**config.mk**
```make
export PLATFORM = sky130hd
export DESIGN_NAME = regionGuard
export DESIGN_NICKNAME = d
export VERILOG_FILES = /design/src/rtl/rgPkg.sv /design/src/rtl/rgCtrl.sv /design/src/rtl/rgMatch.sv /design/src/rtl/regionGuard.sv
export SDC_FILE = /design/constraint.sdc
export NUM_CORES = 2
export LEC_CHECK = 0
export BUFFER_PORTS_ARGS = -buffer_cell sky130_fd_sc_hd__buf_2
export CORE_MARGIN = 2
export CORE_UTILIZATION = 56
export CTS_BUF_LIST = sky130_fd_sc_hd__clkbuf_16
export CTS_CLUSTER_DIAMETER = 100
export CTS_CLUSTER_SIZE = 28
export DETAILED_ROUTE_END_ITERATION = 8
export PLACE_DENSITY = 0.69
export SYNTH_ARGS = -nofsm -noshare
export SYNTH_HDL_FRONTEND = slang
export SYNTH_SLANG_ARGS = --single-unit
```
**constraint.sdc**
```tcl
create_clock -name clk -period 14.65 [get_ports clk]
set_input_delay 0.7325 -clock clk [delete_from_list [all_inputs] [get_ports clk]]
set_output_delay 0.7325 -clock clk [all_outputs]
set_load 0.1 [all_outputs]
```
**src/rtl/rgPkg.sv**
```systemverilog
package rgPkg;
  localparam int RG_RULES  = 20;
  localparam int RG_PORTS  = 10;
  localparam int RG_FIELD  = 12;
  localparam int RG_IDX_W  = $clog2(RG_RULES);
  localparam int RG_PORT_W = 4;
  localparam int RG_BUS_W  = 2 * RG_FIELD;

  typedef struct packed {
    logic                reject;
    logic [RG_PORTS-1:0] portMask;
    logic                valid;
    logic [1:0]          sec;
    logic [RG_FIELD-1:0] idHi;
    logic [RG_FIELD-1:0] idLo;
    logic [RG_FIELD-1:0] hiPage;
    logic [RG_FIELD-1:0] loPage;
  } rgRule_t;

  typedef struct packed {
    logic                commit;
    logic                load;
    logic [RG_IDX_W-1:0] idx;
  } rgStrobe_t;

  typedef enum logic [2:0] {
    SEL_CMD  = 3'd0,
    SEL_ADDR = 3'd1,
    SEL_ID   = 3'd2,
    SEL_DATA = 3'd3,
    SEL_DEF  = 3'd4
  } rgSel_e;
endpackage

```
**src/rtl/rgCtrl.sv**
```systemverilog
module rgCtrl
  import rgPkg::*;
#(
  parameter int NUM_RULES = RG_RULES
) (
  input  logic                clk,
  input  logic                rstN,
  input  logic                regWe,
  input  logic [2:0]          regSel,
  input  logic [RG_BUS_W-1:0] regWdata,
  output logic [RG_BUS_W-1:0] regRdata,
  input  rgRule_t             readRule,
  output rgStrobe_t           strobe,
  output rgRule_t             stage,
  output logic [RG_PORTS-1:0] defMask
);
  localparam int CMD_COMMIT = RG_IDX_W;
  localparam int CMD_LOAD   = RG_IDX_W + 1;

  logic [RG_IDX_W-1:0] cmdIdx;
  logic                cmdWrite;
  logic                idxLegal;
  logic [RG_IDX_W-1:0] wIdx;

  assign cmdWrite = regWe && (regSel == SEL_CMD);
  assign wIdx     = regWdata[RG_IDX_W-1:0];
  assign idxLegal = (32'(wIdx) < NUM_RULES);

  // Strobes are decoded directly from the command write; commit wins over load.
  always_comb begin
    strobe.idx    = wIdx;
    strobe.commit = cmdWrite && idxLegal && regWdata[CMD_COMMIT];
    strobe.load   = cmdWrite && idxLegal && regWdata[CMD_LOAD] && !regWdata[CMD_COMMIT];
  end

  always_ff @(posedge clk) begin
    if (!rstN) begin
      cmdIdx  <= '0;
      stage   <= '0;
      defMask <= '0;
    end else begin
      if (cmdWrite) cmdIdx <= wIdx;
      if (strobe.load) begin
        stage <= readRule;
      end else if (regWe) begin
        unique case (regSel)
          SEL_ADDR: begin
            stage.loPage <= regWdata[RG_FIELD-1:0];
            stage.hiPage <= regWdata[2*RG_FIELD-1:RG_FIELD];
          end
          SEL_ID: begin
            stage.idLo <= regWdata[RG_FIELD-1:0];
            stage.idHi <= regWdata[2*RG_FIELD-1:RG_FIELD];
          end
          SEL_DATA: begin
            stage.sec      <= regWdata[1:0];
            stage.valid    <= regWdata[2];
            stage.portMask <= regWdata[RG_PORTS+2:3];
            stage.reject   <= regWdata[RG_PORTS+3];
          end
          SEL_DEF: defMask <= regWdata[RG_PORTS-1:0];
          default: ;
        endcase
      end
    end
  end

  always_comb begin
    regRdata = '0;
    unique case (regSel)
      SEL_CMD:  regRdata = RG_BUS_W'(cmdIdx);
      SEL_ADDR: regRdata = {stage.hiPage, stage.loPage};
      SEL_ID:   regRdata = {stage.idHi, stage.idLo};
      SEL_DATA: regRdata = RG_BUS_W'({stage.reject, stage.portMask, stage.valid, stage.sec});
      SEL_DEF:  regRdata = RG_BUS_W'(defMask);
      default:  regRdata = '0;
    endcase
  end

  AST_STROBE_EXCLUSIVE: assert property (@(posedge clk) disable iff (!rstN)
    $onehot0({strobe.commit, strobe.load}));
  AST_STROBE_IDX_LEGAL: assert property (@(posedge clk) disable iff (!rstN)
    (strobe.commit || strobe.load) |-> (32'(strobe.idx) < NUM_RULES));
  AST_LOAD_LANDS: assert property (@(posedge clk) disable iff (!rstN)
    strobe.load |=> stage == $past(readRule));
endmodule

```
**src/rtl/rgMatch.sv**
```systemverilog
module rgMatch
  import rgPkg::*;
#(
  parameter int NUM_RULES = RG_RULES
) (
  input  logic                 clk,
  input  logic                 rstN,
  input  rgStrobe_t            strobe,
  input  rgRule_t              stage,
  input  logic [RG_PORTS-1:0]  defMask,
  output rgRule_t              readRule,
  input  logic                 reqValid,
  output logic                 reqReady,
  input  logic [RG_FIELD-1:0]  reqAddrHi,
  input  logic [RG_FIELD-1:0]  reqId,
  input  logic [RG_PORT_W-1:0] reqPort,
  input  logic                 reqSecure,
  output logic                 vdValid,
  input  logic                 vdReady,
  output logic                 vdAccept,
  output logic                 vdHit,
  output logic [RG_IDX_W-1:0]  vdRule
);
  rgRule_t             rules [NUM_RULES];
  logic [NUM_RULES-1:0] hitVec;
  logic [RG_PORTS-1:0]  portBit;
  logic                 portInRange;
  logic                 anyHit;
  logic [RG_IDX_W-1:0]  winIdx;
  logic                 winReject;
  logic                 nextAccept;
  logic                 fire;

  // Rule storage: one write port driven by the commit strobe.
  generate
    for (genvar r = 0; r < NUM_RULES; r++) begin : g_store
      always_ff @(posedge clk) begin
        if (!rstN) rules[r] <= '0;
        else if (strobe.commit && (32'(strobe.idx) == r)) rules[r] <= stage;
      end
    end
  endgenerate

  assign readRule = (32'(strobe.idx) < NUM_RULES) ? rules[strobe.idx] : '0;

  assign portInRange = (32'(reqPort) < RG_PORTS);
  assign portBit     = portInRange ? (RG_PORTS'(1) << reqPort) : '0;

  generate
    for (genvar r = 0; r < NUM_RULES; r++) begin : g_hit
      logic inPage, inId, inPort, inSec;
      assign inPage = (reqAddrHi >= rules[r].loPage) && (reqAddrHi <= rules[r].hiPage);
      assign inId   = (reqId >= rules[r].idLo) && (reqId <= rules[r].idHi);
      assign inPort = |(rules[r].portMask & portBit);
      assign inSec  = reqSecure ? rules[r].sec[0] : rules[r].sec[1];
      assign hitVec[r] = rules[r].valid && inPage && inId && inPort && inSec;
    end
  endgenerate

  // Lowest-numbered hit wins: scan from the top so lower indices overwrite.
  always_comb begin
    anyHit    = 1'b0;
    winIdx    = '0;
    for (int r = NUM_RULES - 1; r >= 0; r--) begin
      if (hitVec[r]) begin
        anyHit = 1'b1;
        winIdx = RG_IDX_W'(r);
      end
    end
    winReject = anyHit ? rules[winIdx].reject : 1'b0;
  end

  assign nextAccept = anyHit ? !winReject
                             : (portInRange && !(|(defMask & portBit)));

  assign reqReady = !vdValid || vdReady;
  assign fire     = reqValid && reqReady;

  always_ff @(posedge clk) begin
    if (!rstN) begin
      vdValid  <= 1'b0;
      vdAccept <= 1'b0;
      vdHit    <= 1'b0;
      vdRule   <= '0;
    end else if (fire) begin
      vdValid  <= 1'b1;
      vdAccept <= nextAccept;
      vdHit    <= anyHit;
      vdRule   <= winIdx;
    end else if (vdReady) begin
      vdValid  <= 1'b0;
    end
  end

  AST_VERDICT_HELD: assert property (@(posedge clk) disable iff (!rstN)
    (vdValid && !vdReady) |=> (vdValid && $stable({vdAccept, vdHit, vdRule})));
  AST_STALL_NOT_READY: assert property (@(posedge clk) disable iff (!rstN)
    (vdValid && !vdReady) |-> !reqReady);
  AST_RULE_LEGAL: assert property (@(posedge clk) disable iff (!rstN)
    (vdValid && vdHit) |-> (32'(vdRule) < NUM_RULES));
  AST_NOHIT_RULE_ZERO: assert property (@(posedge clk) disable iff (!rstN)
    (vdValid && !vdHit) |-> (vdRule == '0));
  AST_COMMIT_LANDS: assert property (@(posedge clk) disable iff (!rstN)
    strobe.commit |=> (rules[$past(strobe.idx)] == $past(stage)));
  AST_BAD_PORT_REJECT: assert property (@(posedge clk) disable iff (!rstN)
    (fire && !portInRange) |=> (!vdAccept && !vdHit));
endmodule

```
**src/rtl/regionGuard.sv**
```systemverilog
module regionGuard
  import rgPkg::*;
#(
  parameter int NUM_RULES = RG_RULES
) (
  input  logic                 clk,
  input  logic                 rstN,
  input  logic                 regWe,
  input  logic [2:0]           regSel,
  input  logic [RG_BUS_W-1:0]  regWdata,
  output logic [RG_BUS_W-1:0]  regRdata,
  input  logic                 reqValid,
  output logic                 reqReady,
  input  logic [RG_FIELD-1:0]  reqAddrHi,
  input  logic [RG_FIELD-1:0]  reqId,
  input  logic [RG_PORT_W-1:0] reqPort,
  input  logic                 reqSecure,
  output logic                 vdValid,
  input  logic                 vdReady,
  output logic                 vdAccept,
  output logic                 vdHit,
  output logic [RG_IDX_W-1:0]  vdRule
);
  rgStrobe_t           strobe;
  rgRule_t             stage;
  rgRule_t             readRule;
  logic [RG_PORTS-1:0] defMask;

  rgCtrl #(.NUM_RULES(NUM_RULES)) u_ctrl (
    .clk(clk), .rstN(rstN), .regWe(regWe), .regSel(regSel),
    .regWdata(regWdata), .regRdata(regRdata), .readRule(readRule),
    .strobe(strobe), .stage(stage), .defMask(defMask)
  );

  rgMatch #(.NUM_RULES(NUM_RULES)) u_match (
    .clk(clk), .rstN(rstN), .strobe(strobe), .stage(stage),
    .defMask(defMask), .readRule(readRule),
    .reqValid(reqValid), .reqReady(reqReady), .reqAddrHi(reqAddrHi),
    .reqId(reqId), .reqPort(reqPort), .reqSecure(reqSecure),
    .vdValid(vdValid), .vdReady(vdReady), .vdAccept(vdAccept),
    .vdHit(vdHit), .vdRule(vdRule)
  );
endmodule

```
==> impl_metrics.tcl <==
set metrics [dict create \
    dp_hpwl_um 216000 \
    r2r_cells 15 \
    first_pass_iters 5 \
    rows 143 \
    post-synth-top-count-cell "and2_1" \
    cts_buffer_depth 3 \
    pin_count 94 \
    netlist_area_sq_um 86000 \
    avgSynthCellArea_sq_um 11.6 \
    critical_path.cell_chain "buf_2 -> buf_4 -> ha_1 -> nand4_1 -> a21oi_1 -> a2111oi_0 -> a2bb2oi_1 -> nand3_1 -> a211oi_1 -> a21oi_2 -> a32oi_4 -> mux2i_1 -> mux2i_1 -> a211o_1 -> a211oi_2" \
    slowest_delay_ns 1.18 \
    rsz0062_at_grt "no" \
    grt_pass1_wl_um 434000 \
    dp_slack_ns 8.71 \
    tightest_slew_ns 1.40 \
    ctsResizeCount 0 \
    postSynth.asyncResetShare_pct 0 \
    drive_above_1_share_pct 10.7 \
    die_w_um 396 \
    io_buffers 93 \
    hold_viol_final 0 \
    drt-vias-per-instance 6.65 \
    busiest_layer "met2" \
    ys_types 95 \
    start_util_pct 56.5 \
    path_delay_family "compound AO/OA/AOI/OAI gates" \
    die_area_sq_um 157000 \
    place_area_sq_um 88800 \
    cp.arrival_ns 6.08 \
    clkPwrFrac_pct 26.6 \
    gp_congestion 1.00 \
    r2r_slack_ns 9.51 \
    yosys_warnings 0 \
    worstHoldPathCells 3 \
    postRouteAntennaNets 0 \
    combPwrFrac_pct 16.5 \
    antenna_found_initial 26 \
    rr_startpoint "u_match.rules[2][41]" \
    cts_root_buf "clkbuf_16" \
    fin_tns_setup_ns 0 \
    vias 62100 \
    p_switching_mw 2.22 \
    min_path_type "input pin to flop" \
    core_sq_um 152000 \
    fillers 12200 \
    yosys.area.top_type_share_pct 43.3 \
    period_minus_slack_ns 5.38 \
    p_leak_nw 36.5 \
    crit_slowest_cell "a2111oi_0" \
    globalRouteOverflowTotal 0 \
    yosysTopAreaCell "edfxtp_1" \
    cp-start-kind "input pin" \
    cts.clk_slew.worst_paths_ns 0.13 \
    fin_crit_sh_pct 36.7 \
    htreeDepth 2 \
    nets 8270 \
    synthCells 7390 \
    holdPathEnd "u_match.vdValid" \
    drv_slew 0 \
    skew_ns 0.0532 \
    internal-power_mw 5.45 \
    drc 0 \
    numClockSinks 1325 \
    yosys-top-cells-area "edfxtp_1, ha_1, mux4_2, and2_1, inv_1" \
    synth_seq_cells 1325 \
    crit_type "input pin to flop" \
    crit_path_end_kind "flop" \
    syn2layout_area_growth_pct 5.23 \
    p_per_area_nw_per_um2 84.7 \
    hold_buffers 0 \
    r2r-end "u_match.vdAccept" \
    post_cts_buffers 0 \
    path_common_cell "mux2i_1" \
    cts_tree "built" \
    maxSlewHeadroom_pct 4.01 \
    synth_ff_type "edfxtp_1" \
    gr-usage-met2_pct 56.8 \
    fin_ws_ns 9.27 \
    synth_edf_count 1240 \
    setup_viol 0 \
    grt_max_degree 101 \
    p_seq_share_pct 56.9 \
    yosysSeqAreaShare_pct 45.3 \
    ys_top_cells_by_count "and2_1, edfxtp_1, ha_1, inv_1, mux4_2" \
    grt_pass1_vias 60900 \
    critPathBufInv 2 \
    syn-num-nets 8411 \
    switching_share_pct 29.0 \
    clock_latency_ns 0.77 \
    die_h_um 396 \
    critPathRequiredTime_ns 15.35 \
    routed_wl_um 301000 \
    use_met1_pct 52.4 \
    crit_path_max_fanout 28 \
    cap_violations 0 \
    grtUsageTotal_pct 38.3 \
    peakVddDrop_mv 0.104 \
    wl_per_cell_um 32.3 \
    design_area_sq_um 90500 \
    drtIter0Drc 8698 \
    fmax_ghz 0.186 \
    min_from "reqValid" \
    grtUsageMet3_pct 10.0 \
    numCtsBuffers 56 \
    outcome "complete, no violations" \
]
## per-layer routing
metal	wire length [um]	vias to the layer above
li1	-	26500
met1	116000	30900
met2	130000	3953
met3	37400	694
met4	17200	24
met5	138	-
## final cells by class
class	count	area (sq um)	share of cell area, %
Tap cell	2030	2540	2.81
Sequential cell	1325	38900	43.0
Clock buffer	58	1450	1.60
Clock inverter	43	245	0.271
Antenna cell	6	15.0	0.0166
Inverter	920	3450	3.82
Multi-Input combinational cell	4721	42300	46.8
Timing Repair Buffer	225	1520	1.68
## tightest hold or removal path: stages
cell,delay (ns)
buf_2,0.11
inv_1,0.04
a21boi_0,0.06
## metrics by stage
| step | util, % | hold slack, ns | cells | total power [mW] |
|---|---|---|---|---|
| floorplan | - | 0.444 | 7390 | 5.15 |
| global placement | 58.3 | 0.458 | 9218 | 5.64 |
| detailed placement | 58.3 | 0.465 | 9219 | 5.67 |
| CTS | 59.4 | 0.197 | 9320 | 7.62 |
| global route | 59.4 | 0.246 | 9322 | 7.86 |
| finish | 59.4 | 0.218 | 9328 | 7.66 |
## cells in the final DEF, fill, tap and decap left out, drive strengths merged, types with 21 or more instances in the layout
master   synthesis  routed
edfxtp        1240    1240
inv            919     958
o22ai           35      35
clkbuf         351      58
nor3            47      47
o21a            35      35
dfxtp           85      85
a31oi           21      21
a21boi          22      22
nor2           137     137
o21ai          169     169
a21oi          336     336
a2111oi         33      33
o2111ai         22      22
o211ai          64      64
nor2b          125     125
and2          1259    1259
mux2i           97      97
buf             73     224
nand2          159     159
mux4           374     374
ha             960     960
mux2            28      28
nand4          126     126
a22oi           63      63
a21o           119     119
a211oi         105     105
nand3           66      66
or3             22      22
nand2b          62      62
## cell families (layout without fill, tap and decap cells)
family / after synthesis / count (layout) / share of synthesized area, %
AND/OR/NAND/NOR: 2089 / 2089 / 14.4
buffers and inverters: 1344 / 1246 / 6.01
flip-flops: 1325 / 1325 / 45.3
AO/OA/AOI/OAI: 1173 / 1173 / 9.08
adder cells (fa/ha/maj): 960 / 960 / 14.0
multiplexers: 499 / 499 / 11.3
other: 0 / 6 / 0
## state kept, by name, summed over array words and instances, names as in the netlist
name / cells
u_ctrl.cmdIdx: 5
u_ctrl.defMask: 10
u_ctrl.stage: 62
u_match.rules: 1240
u_match.vdAccept: 1
u_match.vdHit: 1
u_match.vdRule: 5
u_match.vdValid: 1
## power by group through the flow
| stage | Combinational (mW) | Clock, mW | Sequential, mW |
|---|---|---|---|
| 3_3_place_gp | 1.20 | 0 | 4.44 |
| 6_report | 1.27 | 2.04 | 4.36 |
| 4_1_cts | 1.24 | 2.03 | 4.36 |
| 2_1_floorplan | 0.740 | 0 | 4.41 |
| 5_1_grt | 1.35 | 2.14 | 4.37 |
| 3_5_place_dp | 1.23 | 0 | 4.44 |
## how the worst max path moves through the flow
stage,startpoint,to,cells past startpoint
6_report,reqAddrHi[9],u_match.vdAccept,15
5_1_grt,reqAddrHi[10],u_match.vdAccept,16
4_1_cts,reqPort[3],u_match.vdAccept,16
3_5_place_dp,reqAddrHi[10],u_match.vdAccept,16
3_3_place_gp,reqAddrHi[11],u_match.vdAccept,14
2_1_floorplan,regWdata[1],u_match.rules[15][0],7
No activity file was read; power rests on OpenSTA's default activity.
